[src/rtl/tsPkg.sv]
package tsPkg;

  // Control strobes passed from the control unit to the datapath
  typedef struct packed {
    logic clear;     // synchronous clear of every stage
    logic fastRate;  // base divider uses the short ratio
    logic hexMode;   // scaler stages use the hex ratio
  } tsCtrl_t;

endpackage

[src/rtl/tsControl.sv]
module tsControl
  import tsPkg::*;
(
  input  logic    clk,
  input  logic    rst,
  input  logic    rateFast,
  input  logic    hexMode,
  output tsCtrl_t ctrl
);

  logic rateQ;
  logic hexQ;
  logic cfgChange;

  // Remember the configuration seen last cycle
  always_ff @(posedge clk) begin
    rateQ <= rateFast;
    hexQ  <= hexMode;
  end

  assign cfgChange = (rateFast != rateQ) || (hexMode != hexQ);

  always_comb begin
    ctrl.clear    = rst || cfgChange;
    ctrl.fastRate = rateFast;
    ctrl.hexMode  = hexMode;
  end

endmodule

[src/rtl/tsStage.sv]
module tsStage #(
  parameter int W = 4
) (
  input  logic         clk,
  input  logic         clear,
  input  logic         advance,
  input  logic [W-1:0] last,
  output logic         wrap
);

  logic [W-1:0] cnt;

  always_ff @(posedge clk) begin
    if (clear) begin
      cnt <= '0;
    end else if (advance) begin
      cnt <= (cnt == last) ? '0 : cnt + W'(1);
    end
  end

  // One-cycle carry to the next stage; silenced during a clear
  assign wrap = advance && (cnt == last) && !clear;

endmodule

[src/rtl/tsTapMux.sv]
module tsTapMux #(
  parameter int NUM_TAPS = 5,
  parameter int SEL_W    = 3
) (
  input  logic [NUM_TAPS-1:0] taps,
  input  logic [SEL_W-1:0]    tapSel,
  output logic                selStrobe
);

  always_comb begin
    selStrobe = 1'b0;
    for (int k = 0; k < NUM_TAPS; k++) begin
      if (tapSel == SEL_W'(k)) selStrobe = taps[k];
    end
  end

endmodule

[src/rtl/tsDatapath.sv]
module tsDatapath
  import tsPkg::*;
#(
  parameter int NUM_TAPS  = 5,
  parameter int SEL_W     = 3,
  parameter int SLOW_DIV  = 10,
  parameter int FAST_DIV  = 2,
  parameter int DEC_RATIO = 10,
  parameter int HEX_RATIO = 16,
  parameter int PRE_W     = 4,
  parameter int STG_W     = 4
) (
  input  logic                clk,
  input  tsCtrl_t             ctrl,
  input  logic [SEL_W-1:0]    tapSel,
  output logic [NUM_TAPS-1:0] tapStrobe,
  output logic                selStrobe
);

  logic [PRE_W-1:0] preLast;
  logic [STG_W-1:0] stgLast;
  logic [NUM_TAPS-1:0] taps;

  assign preLast = ctrl.fastRate ? PRE_W'(FAST_DIV - 1) : PRE_W'(SLOW_DIV - 1);
  assign stgLast = ctrl.hexMode  ? STG_W'(HEX_RATIO - 1) : STG_W'(DEC_RATIO - 1);

  // Base-rate divider: advances on every reference cycle
  tsStage #(.W(PRE_W)) i_base (
    .clk     (clk),
    .clear   (ctrl.clear),
    .advance (1'b1),
    .last    (preLast),
    .wrap    (taps[0])
  );

  // Scaler chain: each stage counts carries of the one below
  for (genvar k = 1; k < NUM_TAPS; k++) begin : g_chain
    tsStage #(.W(STG_W)) i_stage (
      .clk     (clk),
      .clear   (ctrl.clear),
      .advance (taps[k-1]),
      .last    (stgLast),
      .wrap    (taps[k])
    );
  end

  tsTapMux #(.NUM_TAPS(NUM_TAPS), .SEL_W(SEL_W)) i_mux (
    .taps      (taps),
    .tapSel    (tapSel),
    .selStrobe (selStrobe)
  );

  assign tapStrobe = taps;

endmodule

[src/rtl/timebaseScaler.sv]
module timebaseScaler
  import tsPkg::*;
#(
  parameter int NUM_TAPS  = 5,
  parameter int SEL_W     = 3,
  parameter int SLOW_DIV  = 10,
  parameter int FAST_DIV  = 2,
  parameter int DEC_RATIO = 10,
  parameter int HEX_RATIO = 16
) (
  input  logic                clk,
  input  logic                rst,
  input  logic                rateFast,
  input  logic                hexMode,
  input  logic [SEL_W-1:0]    tapSel,
  output logic [NUM_TAPS-1:0] tapStrobe,
  output logic                selStrobe
);

  localparam int MAX_DIV   = (SLOW_DIV > FAST_DIV) ? SLOW_DIV : FAST_DIV;
  localparam int MAX_RATIO = (HEX_RATIO > DEC_RATIO) ? HEX_RATIO : DEC_RATIO;
  localparam int PRE_W     = (MAX_DIV > 2) ? $clog2(MAX_DIV) : 1;
  localparam int STG_W     = (MAX_RATIO > 2) ? $clog2(MAX_RATIO) : 1;

  tsCtrl_t ctrl;

  tsControl i_ctrl (
    .clk      (clk),
    .rst      (rst),
    .rateFast (rateFast),
    .hexMode  (hexMode),
    .ctrl     (ctrl)
  );

  tsDatapath #(
    .NUM_TAPS  (NUM_TAPS),
    .SEL_W     (SEL_W),
    .SLOW_DIV  (SLOW_DIV),
    .FAST_DIV  (FAST_DIV),
    .DEC_RATIO (DEC_RATIO),
    .HEX_RATIO (HEX_RATIO),
    .PRE_W     (PRE_W),
    .STG_W     (STG_W)
  ) i_dp (
    .clk       (clk),
    .ctrl      (ctrl),
    .tapSel    (tapSel),
    .tapStrobe (tapStrobe),
    .selStrobe (selStrobe)
  );

endmodule

[config.mk]
export PLATFORM = sky130hd
export DESIGN_NAME = timebaseScaler
export DESIGN_NICKNAME = d
export VERILOG_FILES = /design/src/rtl/tsPkg.sv /design/src/rtl/tsControl.sv /design/src/rtl/tsStage.sv /design/src/rtl/tsTapMux.sv /design/src/rtl/tsDatapath.sv /design/src/rtl/timebaseScaler.sv
export SDC_FILE = /design/constraint.sdc
export NUM_CORES = 1
export LEC_CHECK = 0
export ABC_CLOCK_PERIOD_IN_PS = 3450
export BUFFER_PORTS_ARGS = -buffer_cell sky130_fd_sc_hd__buf_2
export CORE_MARGIN = 10
export CORE_UTILIZATION = 45
export CTS_BUF_LIST = sky130_fd_sc_hd__clkbuf_2 sky130_fd_sc_hd__clkbuf_4 sky130_fd_sc_hd__clkbuf_8
export CTS_CLUSTER_SIZE = 28
export DETAILED_ROUTE_END_ITERATION = 8
export GPL_TIMING_DRIVEN = 0
export PLACE_DENSITY = 0.66
export SETUP_SLACK_MARGIN = 0.4
export SKIP_CTS_REPAIR_TIMING = 1
export SYNTH_ARGS = -nofsm -noshare
export SYNTH_HDL_FRONTEND = slang
export SYNTH_HIERARCHICAL = 1
export SYNTH_SLANG_ARGS = --single-unit
[constraint.sdc]
create_clock -name clk -period 3.45 [get_ports clk]
set_input_delay 0.1725 -clock clk [delete_from_list [all_inputs] [get_ports clk]]
set_output_delay 0.1725 -clock clk [all_outputs]
set_load 0.05 [all_outputs]
==> metrics.yaml <==
placed_design:
  place_area_sq_um: 1730
  hpwl_um: 2260
  gp_congestion: 0.886
  dp_slack_ps: -706
  dp.cells: 227
  io_buffers: 12
route:
  vias: 1379
  wl_per_cell_um: 14.3
  postRouteAntennaNets: 0
  drc: 0
  drt_iter0_drc: 66
  routed_wl_um: 3640
  vias_per_cell: 5.43
  drtPass1Iterations: 4
layout:
  drive_gt1_share_pct: 40.5
  most-common-layout-cells: "xor2_1, buf_4, dfxtp_1, conb_1, nand2_1"
  utilization_pct: 66.1
  antenna_cells: 0
  synthToLayoutAreaGrowth_pct: 37.7
  fin_cells: 254
  final_area_sq_um: 2070
  final_common_cell: "xor2_1"
  final_nets: 223
synthesis:
  postSynthCellCount: 156
  syn_area_per_cell_sq_um: 9.62
  syn_area_sq_um: 1500
  ys_ff_latch: 22
  yosysSeqAreaShare_pct: 29.3
  synth_top_area_share_pct: 29.3
  ys_warn_count: 6
  yosys-top-cells-area: "dfxtp_1, xor2_1, o41ai_1, and4bb_2, ha_1"
  synth_top_cell_by_area: "dfxtp_1"
  synth_cell_type_count: 25
clocking:
  clockRootBuffer: "clkbuf_4"
  clockBufferDepth: 2
  cts-htree-levels: 1
  clock_sinks: 22
  cts_buffers: 3
  clk_latency_ps: 310
  cts_tree: "built"
  clkTransAtPathRegs_ps: 120
sta:
  max_freq_ghz: 0.250
  period_share_pct: 116
  worst_pin_slew_ps: 615
  skew_ps: 6.54
  maxSlewViolCount: 0
  setup_ws_ps: -552
  hold_ws_ps: 419
  rsz0062_at_grt: "true"
  hold_viol_final: 0
  relSlewSlack_pct: 58.8
  finalSetupViolations: 2
  min_period_ps: 4000
  fin_tns_setup_ps: -828
die:
  die-area_sq_um: 6050
  start_util_pct: 48.0
  rows: 20
  fp.dieW_um: 77.8
  die_h_um: 77.8
  coreArea_sq_um: 3130
  io-pin-count: 13
worst_setup_path:
  crit_top_cell: "nor3b_4"
  slowest_stage: "dfxtp_4"
  crit_arrival_ps: 3830
  worstSetupPathType: "flop to output port"
  crit_path_max_incr_delay_ps: 390
  worst_path_dominant_cell_family: "simple AND/OR/NAND/NOR gates"
  crit_path_end_kind: "output port"
  path_cells: "xor2_4, nor4_4, nor3b_4, inv_2, nor3b_4, inv_2, nor3b_4, inv_2, nor3b_4, inv_2, nor3b_4, mux2i_2, o311ai_4, buf_6"
  start_kind: "flop"
  cp.buffers_inverters: 5
  cp_max_fo: 8
  cp.required_ps: 3280
grt:
  grt_pass1_wl_um: 5310
  antenna_found_initial: 0
  first_global_vias: 1234
  grt_max_degree: 36
  overflow: 0
  grt_usage_pct: 10.1
pwr:
  p_clk_share_pct: 30.5
  pwr_density_cell_nw_per_um2: 229
  pwr-share-comb_pct: 15.6
  ir_worst_vdd_mv: 0.225
  switchingPower_mw: 0.130
  power.static_leakage_nw: 0.898
  p_int_mw: 0.344
  p_total_mw: 0.475
  swShare_pct: 27.5
  p_seq_share_pct: 53.9
flow_run:
  cap_violations: 0
run_status:
  status: "finished, violations left"
  failed_checks: "negative setup slack"
worst_hold_path:
  hold_class: "input pin to flop"
## power by group through the flow
stage / clock network, mW / registers [mW] / logic [mW]
6_report: 0.145 / 0.256 / 0.0741
5_1_grt: 0.162 / 0.256 / 0.0808
4_1_cts: 0.154 / 0.257 / 0.0557
3_5_place_dp: 0 / 0.263 / 0.0551
3_3_place_gp: 0 / 0.263 / 0.0538
2_1_floorplan: 0 / 0.263 / 0.0415
## synthesized netlist by cell type
cell type	number
and4bb_2	5
mux2i_1	1
inv_1	6
nand4_1	5
or3b_2	5
ha_1	5
nor3b_2	5
a21oi_1	10
dfxtp_1	22
a211oi_1	5
nand2_1	15
and2_1	5
o41ai_1	15
nor4_2	5
nand3_1	1
or3_1	1
nand3b_2	1
o221ai_1	5
buf_4	2
xor2_1	27
nor2_1	1
mux2_4	1
and2b_2	5
o311ai_1	1
conb_1	2
## path summary, 6_finish.rpt
path	slack [ps]	cells after the start	end	start
worst min-delay path	420	3	i_dp/i_base/cnt[1]	rst
worst min register to register	510	2	i_dp/g_chain[1].i_stage/cnt[1]	i_dp/g_chain[1].i_stage/cnt[1]
worst max-delay path	-550	14	selStrobe	i_dp/i_base/cnt[1]
worst max register to register	230	13	i_dp/g_chain[4].i_stage/cnt[2]	i_dp/i_base/cnt[1]
## worst min-delay path, stage by stage
cell	delay, ps
buf_2	110
or3_2	340
a21oi_1	70
## sequential cells by signal, indices dropped and copies added (netlist names)
name                      cells
i_ctrl/hexQ                   1
i_dp/g_chain.i_stage/cnt     16
i_ctrl/rateQ                  1
i_dp/i_base/cnt               4
## kinds of logic (layout without fill, tap and decap cells)
logic type               count (synthesis)  in the layout  synth area share, %
AND/OR/NAND/NOR                         54             55                 28.0
AO/OA/AOI/OAI                           36             36                 18.1
XOR/XNOR                                27             27                 15.8
flip-flops                              22             22                 29.3
buffers and inverters                    8             46                 2.50
adder cells (fa/ha/maj)                  5              5                 4.17
other                                    2             17                0.500
multiplexers                             2              2                 1.67
## layout make-up
class                      instances  area, sq um
inverter                           6         22.5
fill                             261         1060
multi-input combinational        142         1240
timing repair buffer              34          246
tap                               44         55.1
buffer                             2         15.0
sequential                        22          450
clock buffer                       4         36.3
## routing by layer
layer  vias to the layer above  wire length, um  global-route usage [%]
met5                         -                0                       0
met4                         0               34                    1.82
met3                         4              136                    3.00
met2                        22             1870                    17.4
met1                       666             1610                    12.2
li1                        687                -                       -
No activity file was read; power rests on OpenSTA's default activity.
